`config.mk`:
```
export PLATFORM = sky130hd
export DESIGN_NAME = ppm_framer
export DESIGN_NICKNAME = d
export VERILOG_FILES = /design/src/rtl/ppm_framer_pkg.sv /design/src/rtl/ppm_hdr_enc.sv /design/src/rtl/ppm_byte_ser.sv /design/src/rtl/ppm_framer.sv
export SDC_FILE = /design/constraint.sdc
export NUM_CORES = 1
export LEC_CHECK = 0
export BUFFER_PORTS_ARGS = -buffer_cell sky130_fd_sc_hd__buf_2
export CAP_MARGIN = 30
export CELL_PAD_IN_SITES_DETAIL_PLACEMENT = 1
export CELL_PAD_IN_SITES_GLOBAL_PLACEMENT = 2
export CORE_MARGIN = 2
export CORE_UTILIZATION = 37
export CTS_CLUSTER_DIAMETER = 150
export DETAILED_ROUTE_END_ITERATION = 7
export PLACE_DENSITY_LB_ADDON = 0.1
export SYNTH_ARGS = -nofsm -noshare
export SYNTH_HDL_FRONTEND = slang
export SYNTH_SLANG_ARGS = --single-unit
export TNS_END_PERCENT = 30
```
`constraint.sdc`:
```
create_clock -name clk -period 3.05 [get_ports clk]
set_input_delay 0.1525 -clock clk [delete_from_list [all_inputs] [get_ports clk]]
set_output_delay 0.1525 -clock clk [all_outputs]
set_load 0.005 [all_outputs]
```
`src/rtl/ppm_framer_pkg.sv`:
```
package ppm_framer_pkg;
  typedef enum logic [1:0] {
    PH_IDLE  = 2'd0,
    PH_HDR   = 2'd1,
    PH_PAY   = 2'd2,
    PH_GUARD = 2'd3
  } phase_t;
endpackage

```
`src/rtl/ppm_hdr_enc.sv`:
```
module ppm_hdr_enc #(
  parameter int ADDR_W = 5,
  parameter int BIN_W  = 2
) (
  input  logic [ADDR_W-1:0]                        addr_i,
  output logic [BIN_W+(1<<(ADDR_W-BIN_W))-1:0]    hdr_o
);
  localparam int PPM_W   = ADDR_W - BIN_W;
  localparam int SLOTS   = 1 << PPM_W;
  localparam int HDR_LEN = BIN_W + SLOTS;

  logic [PPM_W-1:0] low_val;
  assign low_val = addr_i[PPM_W-1:0];

  // binary part occupies the top of the vector so it shifts out first
  assign hdr_o[HDR_LEN-1 -: BIN_W] = addr_i[ADDR_W-1 -: BIN_W];

  // slot s is transmitted s-th, so it sits at position SLOTS-1-s
  for (genvar s = 0; s < SLOTS; s++) begin : g_slot
    assign hdr_o[SLOTS-1-s] = (low_val == PPM_W'(s));
  end
endmodule

```
`src/rtl/ppm_byte_ser.sv`:
```
module ppm_byte_ser #(
  parameter int BYTE_W = 8
) (
  input  logic              clk,
  input  logic              rst,
  input  logic              load_i,
  input  logic              shift_i,
  input  logic [BYTE_W-1:0] data_i,
  output logic              bit_o
);
  logic [BYTE_W-1:0] sr;

  always_ff @(posedge clk) begin
    if (rst)          sr <= '0;
    else if (load_i)  sr <= data_i;
    else if (shift_i) sr <= {sr[BYTE_W-2:0], 1'b0};
  end

  assign bit_o = sr[BYTE_W-1];

  p_load_shift_excl_r5: assert property (@(posedge clk) disable iff (rst)
    !(load_i && shift_i));
endmodule

```
`src/rtl/ppm_framer.sv`:
```
module ppm_framer
  import ppm_framer_pkg::*;
#(
  parameter int ADDR_W    = 5,
  parameter int BIN_W     = 2,
  parameter int PAY_BYTES = 53,
  parameter int GUARD_CYC = 16
) (
  input  logic                         clk,
  input  logic                         rst,
  input  logic                         start_i,
  input  logic [ADDR_W-1:0]            addr_i,
  output logic [$clog2(PAY_BYTES)-1:0] pay_addr_o,
  input  logic [7:0]                   pay_data_i,
  output logic                         line_o,
  output logic                         busy_o
);
  localparam int PPM_W   = ADDR_W - BIN_W;
  localparam int SLOTS   = 1 << PPM_W;
  localparam int HDR_LEN = BIN_W + SLOTS;
  localparam int IDX_W   = $clog2(PAY_BYTES);
  localparam int CNT_MAX = (HDR_LEN > GUARD_CYC) ? HDR_LEN : GUARD_CYC;
  localparam int CNT_W   = $clog2(CNT_MAX + 1);

  phase_t             phase;
  logic [CNT_W-1:0]   cnt;
  logic [HDR_LEN-1:0] hdr_vec;
  logic [HDR_LEN-1:0] hdr_sr;
  logic [2:0]         bit_cnt;
  logic [IDX_W-1:0]   pay_idx;
  logic               last_byte;
  logic               ser_load;
  logic               ser_shift;
  logic               ser_bit;

  ppm_hdr_enc #(.ADDR_W(ADDR_W), .BIN_W(BIN_W)) u_enc (
    .addr_i (addr_i),
    .hdr_o  (hdr_vec)
  );

  assign ser_load  = ((phase == PH_HDR) && (cnt == '0)) ||
                     ((phase == PH_PAY) && (bit_cnt == 3'd7) && !last_byte);
  assign ser_shift = (phase == PH_PAY) && (bit_cnt != 3'd7);

  ppm_byte_ser #(.BYTE_W(8)) u_ser (
    .clk     (clk),
    .rst     (rst),
    .load_i  (ser_load),
    .shift_i (ser_shift),
    .data_i  (pay_data_i),
    .bit_o   (ser_bit)
  );

  always_ff @(posedge clk) begin
    if (rst) begin
      phase     <= PH_IDLE;
      cnt       <= '0;
      hdr_sr    <= '0;
      bit_cnt   <= '0;
      pay_idx   <= '0;
      last_byte <= 1'b0;
      line_o    <= 1'b0;
      busy_o    <= 1'b0;
    end else begin
      // fetch pointer advances with each byte taken into the serializer
      if (ser_load) begin
        if (pay_idx == IDX_W'(PAY_BYTES-1)) begin
          pay_idx   <= '0;
          last_byte <= 1'b1;
        end else begin
          pay_idx <= pay_idx + 1'b1;
        end
      end
      unique case (phase)
        PH_IDLE: begin
          line_o <= 1'b0;
          if (start_i) begin
            phase  <= PH_HDR;
            hdr_sr <= hdr_vec;
            cnt    <= CNT_W'(HDR_LEN-1);
            line_o <= 1'b1;
            busy_o <= 1'b1;
          end
        end
        PH_HDR: begin
          line_o <= hdr_sr[HDR_LEN-1];
          hdr_sr <= {hdr_sr[HDR_LEN-2:0], 1'b0};
          if (cnt == '0) begin
            phase   <= PH_PAY;
            bit_cnt <= '0;
          end else begin
            cnt <= cnt - 1'b1;
          end
        end
        PH_PAY: begin
          line_o  <= ser_bit;
          bit_cnt <= bit_cnt + 1'b1;
          if ((bit_cnt == 3'd7) && last_byte) begin
            phase     <= PH_GUARD;
            last_byte <= 1'b0;
            cnt       <= CNT_W'(GUARD_CYC);
          end
        end
        PH_GUARD: begin
          line_o <= 1'b0;
          if (cnt == '0) begin
            phase  <= PH_IDLE;
            busy_o <= 1'b0;
          end else begin
            cnt <= cnt - 1'b1;
          end
        end
        default: phase <= PH_IDLE;
      endcase
    end
  end

  assign pay_addr_o = pay_idx;

  p_marker_first_r2: assert property (@(posedge clk) disable iff (rst)
    $rose(busy_o) |-> line_o);

  p_one_slot_r4: assert property (@(posedge clk) disable iff (rst)
    $onehot(hdr_vec[SLOTS-1:0]));

  p_idx_range_r6: assert property (@(posedge clk) disable iff (rst)
    pay_addr_o < IDX_W'(PAY_BYTES));

  p_idle_quiet_r7: assert property (@(posedge clk) disable iff (rst)
    !busy_o |-> !line_o);

  p_guard_zero_r7: assert property (@(posedge clk) disable iff (rst)
    (phase == PH_GUARD) |=> !line_o);

  p_no_restart_r8: assert property (@(posedge clk) disable iff (rst)
    (phase == PH_PAY) |=> (phase != PH_HDR));
endmodule

```
-- Word-level counts from Yosys, hierarchy flattened
Index checks and enable logic that the tools add are counted.
- multiplexer cells: 25
- equality and inequality tests: 18
- $add $sub $neg: 3
- reductions and logical operators: 20
- operators with widths (cell ; number):
    10-bit case mux with 2 select lines ; 1
    8-bit 2-to-1 mux ; 2
    3-bit equality test, second input constant ; 5
    5-bit 2-to-1 mux ; 3
    5-bit case mux with 3 select lines ; 1
    10-bit 2-to-1 mux ; 1
    2-bit 2-to-1 mux ; 4
    2-bit case mux with 4 select lines ; 1
    2-bit nonzero test ; 4
    1-bit 2-to-1 mux ; 7
    6-bit by 1-bit adder with 6-bit output, second input constant ; 1
    3-bit by 2-bit equality test with 1-bit output, second input constant ; 2
    6-bit equality test, second input constant ; 1
    6-bit 2-to-1 mux ; 1
    2-bit != test, second input constant ; 3
    3-bit case mux with 2 select lines ; 1
    3-bit AND reduction ; 2
    1-bit logical AND ; 5
    5-bit logical NOT ; 1
    5-bit by 1-bit subtractor with 5-bit output, second input constant ; 1
    2-bit equality test, second input constant ; 2
    2-bit by 1-bit != test with 1-bit output, second input constant ; 2
    1-bit case mux with 4 select lines ; 1
    2-bit AND reduction ; 2
    other kinds (12) ; 12
- output and inout port bits: 8
- register bits: 37

-- Depth between registers and ports, before layout
Gate-level depths: netlist of run 1.
- depth in word-level cells: 7
- mapped depth: 7

-- Cells and area by module
From an unflattened synthesis of run 1, not the netlist that was laid out.
- cell total of the unflattened synthesis: 216
- area total of the unflattened synthesis: 2009.4 um^2
- by module, submodules not included (module ; cells an instance ; sequential area each (um^2) ; area each (um^2) ; instances):
    ppm_framer ; 171 ; 580.6 ; 1560.2 ; 1
    ppm_byte_ser ; 35 ; 160.2 ; 369.1 ; 1
    ppm_hdr_enc ; 10 ; 0.0 ; 80.1 ; 1

-- Least setup slack after synthesis of run 1
Ideal clock, no wire load.
- path type: flip-flop to flip-flop
- start point: register phase[0]
- end point: register cnt[2]
- setup time: 0.070 ns
- path slack: 1.122 ns
- cell stages (with the launch flop): 7
- buffers on the path: 0
- data required time: 2.980 ns
- data arrival time: 1.858 ns
- cell sequence: dfxtp_1 -> inv_1 -> ha_1 -> a21boi_2 -> a211o_1 -> or4_1 -> a21oi_1
- longest elaborated chain between the ends: 4
- elaborated cells between the ends (all ways): 10
- classes of those cells: 6 x eq/ne; 1 x mux; 3 x reduce/logical
- RTL lines (item ; line ; text):
    start, declared ; ppm_framer.sv:25 ; phase_t phase;
    start signal, assigned ; ppm_framer.sv:56 ; phase <= PH_IDLE;
    start signal, assigned ; ppm_framer.sv:78 ; phase <= PH_HDR;
    start signal, assigned ; ppm_framer.sv:89 ; phase <= PH_PAY;
    2-bit by 1-bit equality test with 1-bit output / 2-bit equality test (equally long branches) ; ppm_framer.sv:74 ; unique case (phase)
    2-bit OR reduction (no line) ; - ;
    2-bit != test (no line) ; - ;
    3-bit AND reduction (no line) ; - ;
    end signal, assigned ; ppm_framer.sv:80 ; cnt <= CNT_W'(HDR_LEN-1);
    end signal, assigned ; ppm_framer.sv:92 ; cnt <= cnt - 1'b1;
    end signal, assigned ; ppm_framer.sv:101 ; cnt <= CNT_W'(GUARD_CYC);
    end, declared ; ppm_framer.sv:26 ; logic [CNT_W-1:0] cnt;
Parallel ways exist; a longest one is shown, timed or not.
A chain may end at the register's enable or synchronous reset.

-- Final worst setup path of run 1
- start point: register phase[1]
- end point: register cnt[2]
The elaborated chain is that of the path after synthesis.

==> metrics.md, run 1 <==
| Metric | Value |
|---|---|
| Status | `finished, final reports clean` |
| Most Crowded Layer GR | `met2` |
| Cell accounting for the most synthesized area | `dfxtp_1` |
| Int Pwr | `1190 µW` |
| Peak supply drop | `0.000383 V` |
| Num rows | `26` |
| Die width | `75.6 µm` |
| Final Hold Vio Count | `0` |
| Crit path from | `phase[1]$_SDFFE_PP0P_` |
| Mapped cell area | `1900 µm²` |
| Slew Limit Fails | `0` |
| Final nets | `268` |
| Lkg Pwr | `0.000834 µW` |
| Global route overflow | `0` |
| Power Dens Cells | `936 nW/µm²` |
| Largest net degree at the start of global routing | `36` |
| Hold path start | `pay_data_i[5]` |
| Worst Path Arrival | `2.60 ns` |
| Synthesized area per cell | `8.63 µm²` |
| Met2 Use GR | `0.317` |
| M1 GR Usage | `0.212` |
| Max cap viols | `0` |
| Vias per inst | `5.31` |
| Deepest level of the CTS H-tree | `2` |
| Root Buffer | `clkbuf_8` |
| Synth warn | `0` |
| Port Buf Inserts | `23` |
| Crit Path Class | `register to register` |
| Max Clk Rate | `0.419 GHz` |
| Fin cells | `313` |
| DP Wirelength | `3460 µm` |
| Die span in y | `75.6 µm` |
| Mapped Cells | `220` |
| First-pass GRT wire length | `7730 µm` |
| Fill count | `615` |
| Yosys top cell area share | `0.390` |
| RSZ-0062 raised after global routing | `false` |
| # IOs | `24` |
| Setup crit end kind | `register` |
| Core Box Area | `5040 µm²` |
| Worst hold path type | `input pin to register` |
| Clock share of power | `0.176` |
| Drt initial violations | `83` |
| Final setup viols | `0` |
| Clock Latency Late Sink | `0.28 ns` |
| Fin crit share | `0.782` |
| Primary FF master, synth | `dfxtp_1` |
| Top fanout value on the critical path | `13` |
| CTS tree | `yes` |
| Synth area leaders | `dfxtp_1 39%, nor2_1 6.9%, ha_1 6.6%` |
| Async set-reset flop share out of synthesis | `0` |
| Comb pwr share | `0.445` |
| Via count | `1,661` |
| Switching share of power | `0.413` |
| Critical Path Start Type | `register` |
| Crit Reg-Reg Startpoint | `phase[1]$_SDFFE_PP0P_` |
| Cts repair resizes | `0` |
| Setup TNS | `0 ns` |
| Post-Route WL | `4640 µm` |
| # Post-CTS Setup Buffers | `0` |
| Clk sinks | `37` |
| Slew headroom | `0.494` |
| Antenna Nets Post-Route | `0` |
| Count of cell types in the netlist | `49` |
| Syn Nets | `246` |
| Die area | `5720 µm²` |
| Area delta synth->final | `13.8%` |
| Pwr Total | `2020 µW` |
| Register share of total power | `0.378` |
| Min Tclk post-route | `2.39 ns` |
| RD Place Congestion | `0.753` |
| GRT Overall Usage | `0.176` |
| Post-Place Setup Slack | `0.671 ns` |
| Post-synth EDFFs | `0` |
| Clock Tree Buf Depth | `2` |
| Hold Buf Count CTS | `0` |
| Diodes inserted | `0` |
| DP Cell Count | `305` |
| Final WS setup | `0.665 ns` |
| TritonCTS Buffers | `5` |
| Worst-path clk slew | `0.07 ns` |
| DR pass1 iterations | `4` |
| Synth Register Bits | `37` |
| Slew @ Worst Pin | `0.758 ns` |
| Hold slack final | `0.137 ns` |
| DRC errors left | `0` |
| Grt met3 use | `0.0397` |
| Initial Util | `0.377` |
| Vias in the first global route | `1,736` |
| Register area share after synthesis | `0.390` |
| Number of antenna violations at the first check in global routing | `0` |
| WP data required | `3.26 ns` |
| Drt wl/cell | `14.8 µm` |
| Clock skew | `0.00475 ns` |
| Share of layout cells above drive strength 1 | `0.181` |
| Switching power | `836 µW` |
-- kinds of logic after synthesis --
kind of cell               Yosys count  share of synthesized area
xor gates and xnor gates             2                    0.00922
buffers and inverters               20                     0.0468
and+or+nand+nor                     85                      0.219
DFF                                 37                      0.390
adders and majority gates           10                     0.0659
muxes                                6                     0.0323
AOI/OAI and AO/OA                   60                      0.237
-- registers in the layout, indices dropped and copies added, names as in the netlist --
register / flops
last_byte: 1
phase: 2
bit_cnt: 3
pay_addr_o: 6
line_o: 1
busy_o: 1
u_ser.sr: 8
hdr_sr: 10
cnt: 5
-- critical path, cell delays in order (launching register included) --
cell and delay (ns):
dfxtp_1 0.42, inv_1 0.12, ha_1 0.33, buf_4 0.24
or2_4 0.27, a211o_1 0.37, or4_1 0.41, a21oi_1 0.14
-- path summary, 6_finish.rpt --
check	slack [ns]	to	cells past startpoint
max	0.66	cnt[2]$_SDFFE_PP0P_	7
min	0.14	u_ser.sr[5]$_SDFFE_PP0P_	3
max reg2reg	0.66	cnt[2]$_SDFFE_PP0P_	7
min reg2reg	0.47	hdr_sr[0]$_SDFFE_PP0P_	2
-- stage by stage --
step / area [µm²] / utilization
after floorplan: 1900 / -
after global placement: 2060 / 0.408
after detailed placement: 2070 / 0.410
after CTS: 2160 / 0.429
after global routing: 2160 / 0.429
final: 2160 / 0.429
-- layout by cell type, fill, tap and decap left out, types with 2 or more instances in the layout --
| master | instances |
|---|---|
| a211oi_1 | 5 |
| a21oi_1 | 13 |
| a221oi_1 | 6 |
| a22oi_1 | 4 |
| a311oi_1 | 7 |
| a31oi_1 | 2 |
| a32oi_1 | 2 |
| buf_2 | 23 |
| buf_4 | 2 |
| clkbuf_8 | 6 |
| dfxtp_1 | 37 |
| ha_1 | 10 |
| inv_1 | 10 |
| mux2i_1 | 5 |
| nand2_1 | 20 |
| nand4_1 | 3 |
| nor2_1 | 35 |
| nor2b_1 | 4 |
| nor3_1 | 8 |
| nor3b_1 | 2 |
| o21ai_0 | 8 |
| or3_1 | 3 |
| xnor2_1 | 2 |
-- layout make-up --
type	instances	area (µm²)	share of cell area
clock inverter	2	13.8	0.00637
sequential	37	741	0.343
timing repair buffer	25	130	0.0602
inverter	10	37.5	0.0174
multi-input combinational	163	1070	0.495
clock buffer	6	82.6	0.0382
tap	70	87.6	0.0405
-- synth_stat cells, types with 2 or more instances --
cell	count
dfxtp_1	37
nor2_1	35
nand2_1	20
a21oi_1	13
ha_1	10
inv_1	10
nor3_1	8
o21ai_0	8
a311oi_1	7
a221oi_1	6
a211oi_1	5
mux2i_1	5
a22oi_1	4
buf_2	4
nor2b_1	4
clkbuf_1	3
nand4_1	3
or3_1	3
a31oi_1	2
a32oi_1	2
nor3b_1	2
xnor2_1	2
-- power by group through the flow --
stage | clock (µW) | combinational [µW] | sequential, µW
after CTS | 371 | 913 | 766
final | 356 | 901 | 766
after detailed placement | 0 | 910 | 777
after global placement | 0 | 859 | 760
after global routing | 389 | 1020 | 786
after floorplan | 0 | 710 | 742
-- routing by layer --
| layer | up-vias | wire length, µm |
|---|---|---|
| met5 | - | 0 |
| met3 | 5 | 100 |
| met1 | 800 | 2100 |
| li1 | 841 | - |
| met2 | 15 | 2400 |
| met4 | 0 | 34 |
Note: power is estimated with default switching activity, not from simulation.
==> inputs of run 2 (changes only) <==
CORE_UTILIZATION = 31   (was 37)
clock period = 2.19 ns   (was 3.05 ns; I/O delays follow)
==> run 2 against run 1 <==
Against the previous run:
- clock power grew 49%
- die area rose by 18%
- setup slack worse by 0.41 ns
- global-route usage fell by 2.5 points
- largest cell class unchanged
- highest routed layer unchanged
==> metrics.md, run 2 (synthesis results as in run 1) <==
| Metric | Value |
|---|---|
| Top fanout value on the critical path | `5` |
| Worst-path clk slew | `0.08 ns` |
| Slew Limit Fails | `0` |
| Clock Tree Buf Depth | `2` |
| Post-Route WL | `4510 µm` |
| Slew headroom | `0.708` |
| TritonCTS Buffers | `5` |
| DRC errors left | `0` |
| Largest net degree at the start of global routing | `31` |
| Vias per inst | `5.14` |
| Clk sinks | `37` |
| Reg2reg path depth | `6` |
| Pwr Total | `2980 µW` |
| Peak supply drop | `0.000460 V` |
| Largest Register | `hdr_sr` |
| Lkg Pwr | `0.000897 µW` |
| Setup crit end kind | `register` |
| Global route overflow | `0` |
| Die width | `82.3 µm` |
| # Post-CTS Setup Buffers | `0` |
| Worst Path Arrival | `2.16 ns` |
| Setup TNS | `0 ns` |
| Max Clk Rate | `0.517 GHz` |
| First-pass GRT wire length | `7770 µm` |
| Cts repair resizes | `0` |
| Final setup viols | `0` |
| Worst hold path type | `input pin to register` |
| Status | `finished, final reports clean` |
| Deepest level of the CTS H-tree | `2` |
| Slew @ Worst Pin | `0.436 ns` |
| Via count | `1,696` |
| Max reg flops | `10` |
| Min Tclk post-route | `1.94 ns` |
| Die area | `6770 µm²` |
| CTS tree | `yes` |
| Area delta synth->final | `19.2%` |
| Fin crit share | `0.884` |
| Port Buf Inserts | `23` |
| Most frequent cells in the layout | `37 x dfxtp_1, 35 x nor2_1, 23 x buf_2` |
| Antenna Nets Post-Route | `0` |
| Diodes inserted | `0` |
| Root Buffer | `clkbuf_8` |
| Share of layout cells above drive strength 1 | `0.220` |
| DR pass1 iterations | `4` |
| Crit Path Class | `register to register` |
| Die span in y | `82.3 µm` |
| Clock Latency Late Sink | `0.29 ns` |
| Final Hold Vio Count | `0` |
| Fill count | `711` |
| Drt initial violations | `29` |
| WP data required | `2.41 ns` |
| RD Place Congestion | `0.736` |
| Initial Util | `0.321` |
| Core Box Area | `5920 µm²` |
| Worst hold path depth | `2` |
| GRT Overall Usage | `0.150` |
| Power Dens Cells | `1320 nW/µm²` |
| Num rows | `28` |
| # IOs | `24` |
| Number of antenna violations at the first check in global routing | `0` |
| RSZ-0062 raised after global routing | `false` |
| Drt wl/cell | `13.7 µm` |
| Critical Path Start Type | `register` |
| Vias in the first global route | `1,660` |
| Max cap viols | `0` |
| DP Wirelength | `3360 µm` |
| Most common cell after layout, fill and taps aside | `dfxtp_1` |
| Hold Buf Count CTS | `0` |
| Final nets | `280` |
| Clock skew | `0.00733 ns` |
[run 2: cell count changes in the layout (fill, tap and decap cells not counted), sizes merged]
cell and delta:
buf +12, clkbuf +1, clkinv -1
[run 2: worst paths after layout]
path | from | end | slack, ns
hold reg to reg | hdr_sr[0]$_SDFFE_PP0P_ | hdr_sr[0]$_SDFFE_PP0P_ | 0.46
setup reg to reg | phase[1]$_SDFFE_PP0P_ | cnt[2]$_SDFFE_PP0P_ | 0.25
setup / recovery | phase[1]$_SDFFE_PP0P_ | cnt[2]$_SDFFE_PP0P_ | 0.25
hold / removal | rst | last_byte$_SDFF_PP0_ | 0.07
[run 2: layout make-up]
type                       instances  area, µm²  area share
clock buffer                       7       96.3      0.0426
clock inverter                     1       5.00     0.00221
inverter                          10       37.5      0.0166
multi-input combinational        163       1070       0.473
sequential                        37        741       0.327
tap                               75       93.8      0.0415
timing repair buffer              37        220      0.0973
[run 2: where the power goes]
group          internal, µW  total [µW]  switching [µW]
combinational           640        1400             764
clock                   285         532             248
sequential              891        1040             151
[run 2: worst max-delay path: stages (launching register included)]
cell     delay, ns
dfxtp_1       0.43
inv_1         0.13
ha_1          0.21
or2_4         0.27
a211o_1       0.31
or4_1         0.39
a21oi_1       0.15
[run 2: routing by layer]
layer / vias up / global-route usage / part of all wire
met3: 7 / 0.0261 / 0.020
met5: - / 0 / 0
met2: 16 / 0.244 / 0.47
li1: 864 / - / -
met4: 0 / 0.0500 / 0.012
met1: 809 / 0.202 / 0.49
[run 2: per-stage QoR]
stage	setup slack (ns)	instances	util	instance area, µm²	hold WS [ns]
after floorplan	0.262	220	-	1900	0.248
after global placement	0.256	322	0.365	2160	0.352
after detailed placement	0.273	322	0.365	2160	0.369
after CTS	0.241	330	0.382	2260	0.0651
after global routing	0.00840	330	0.382	2260	0.0865
final	0.254	330	0.382	2260	0.0702
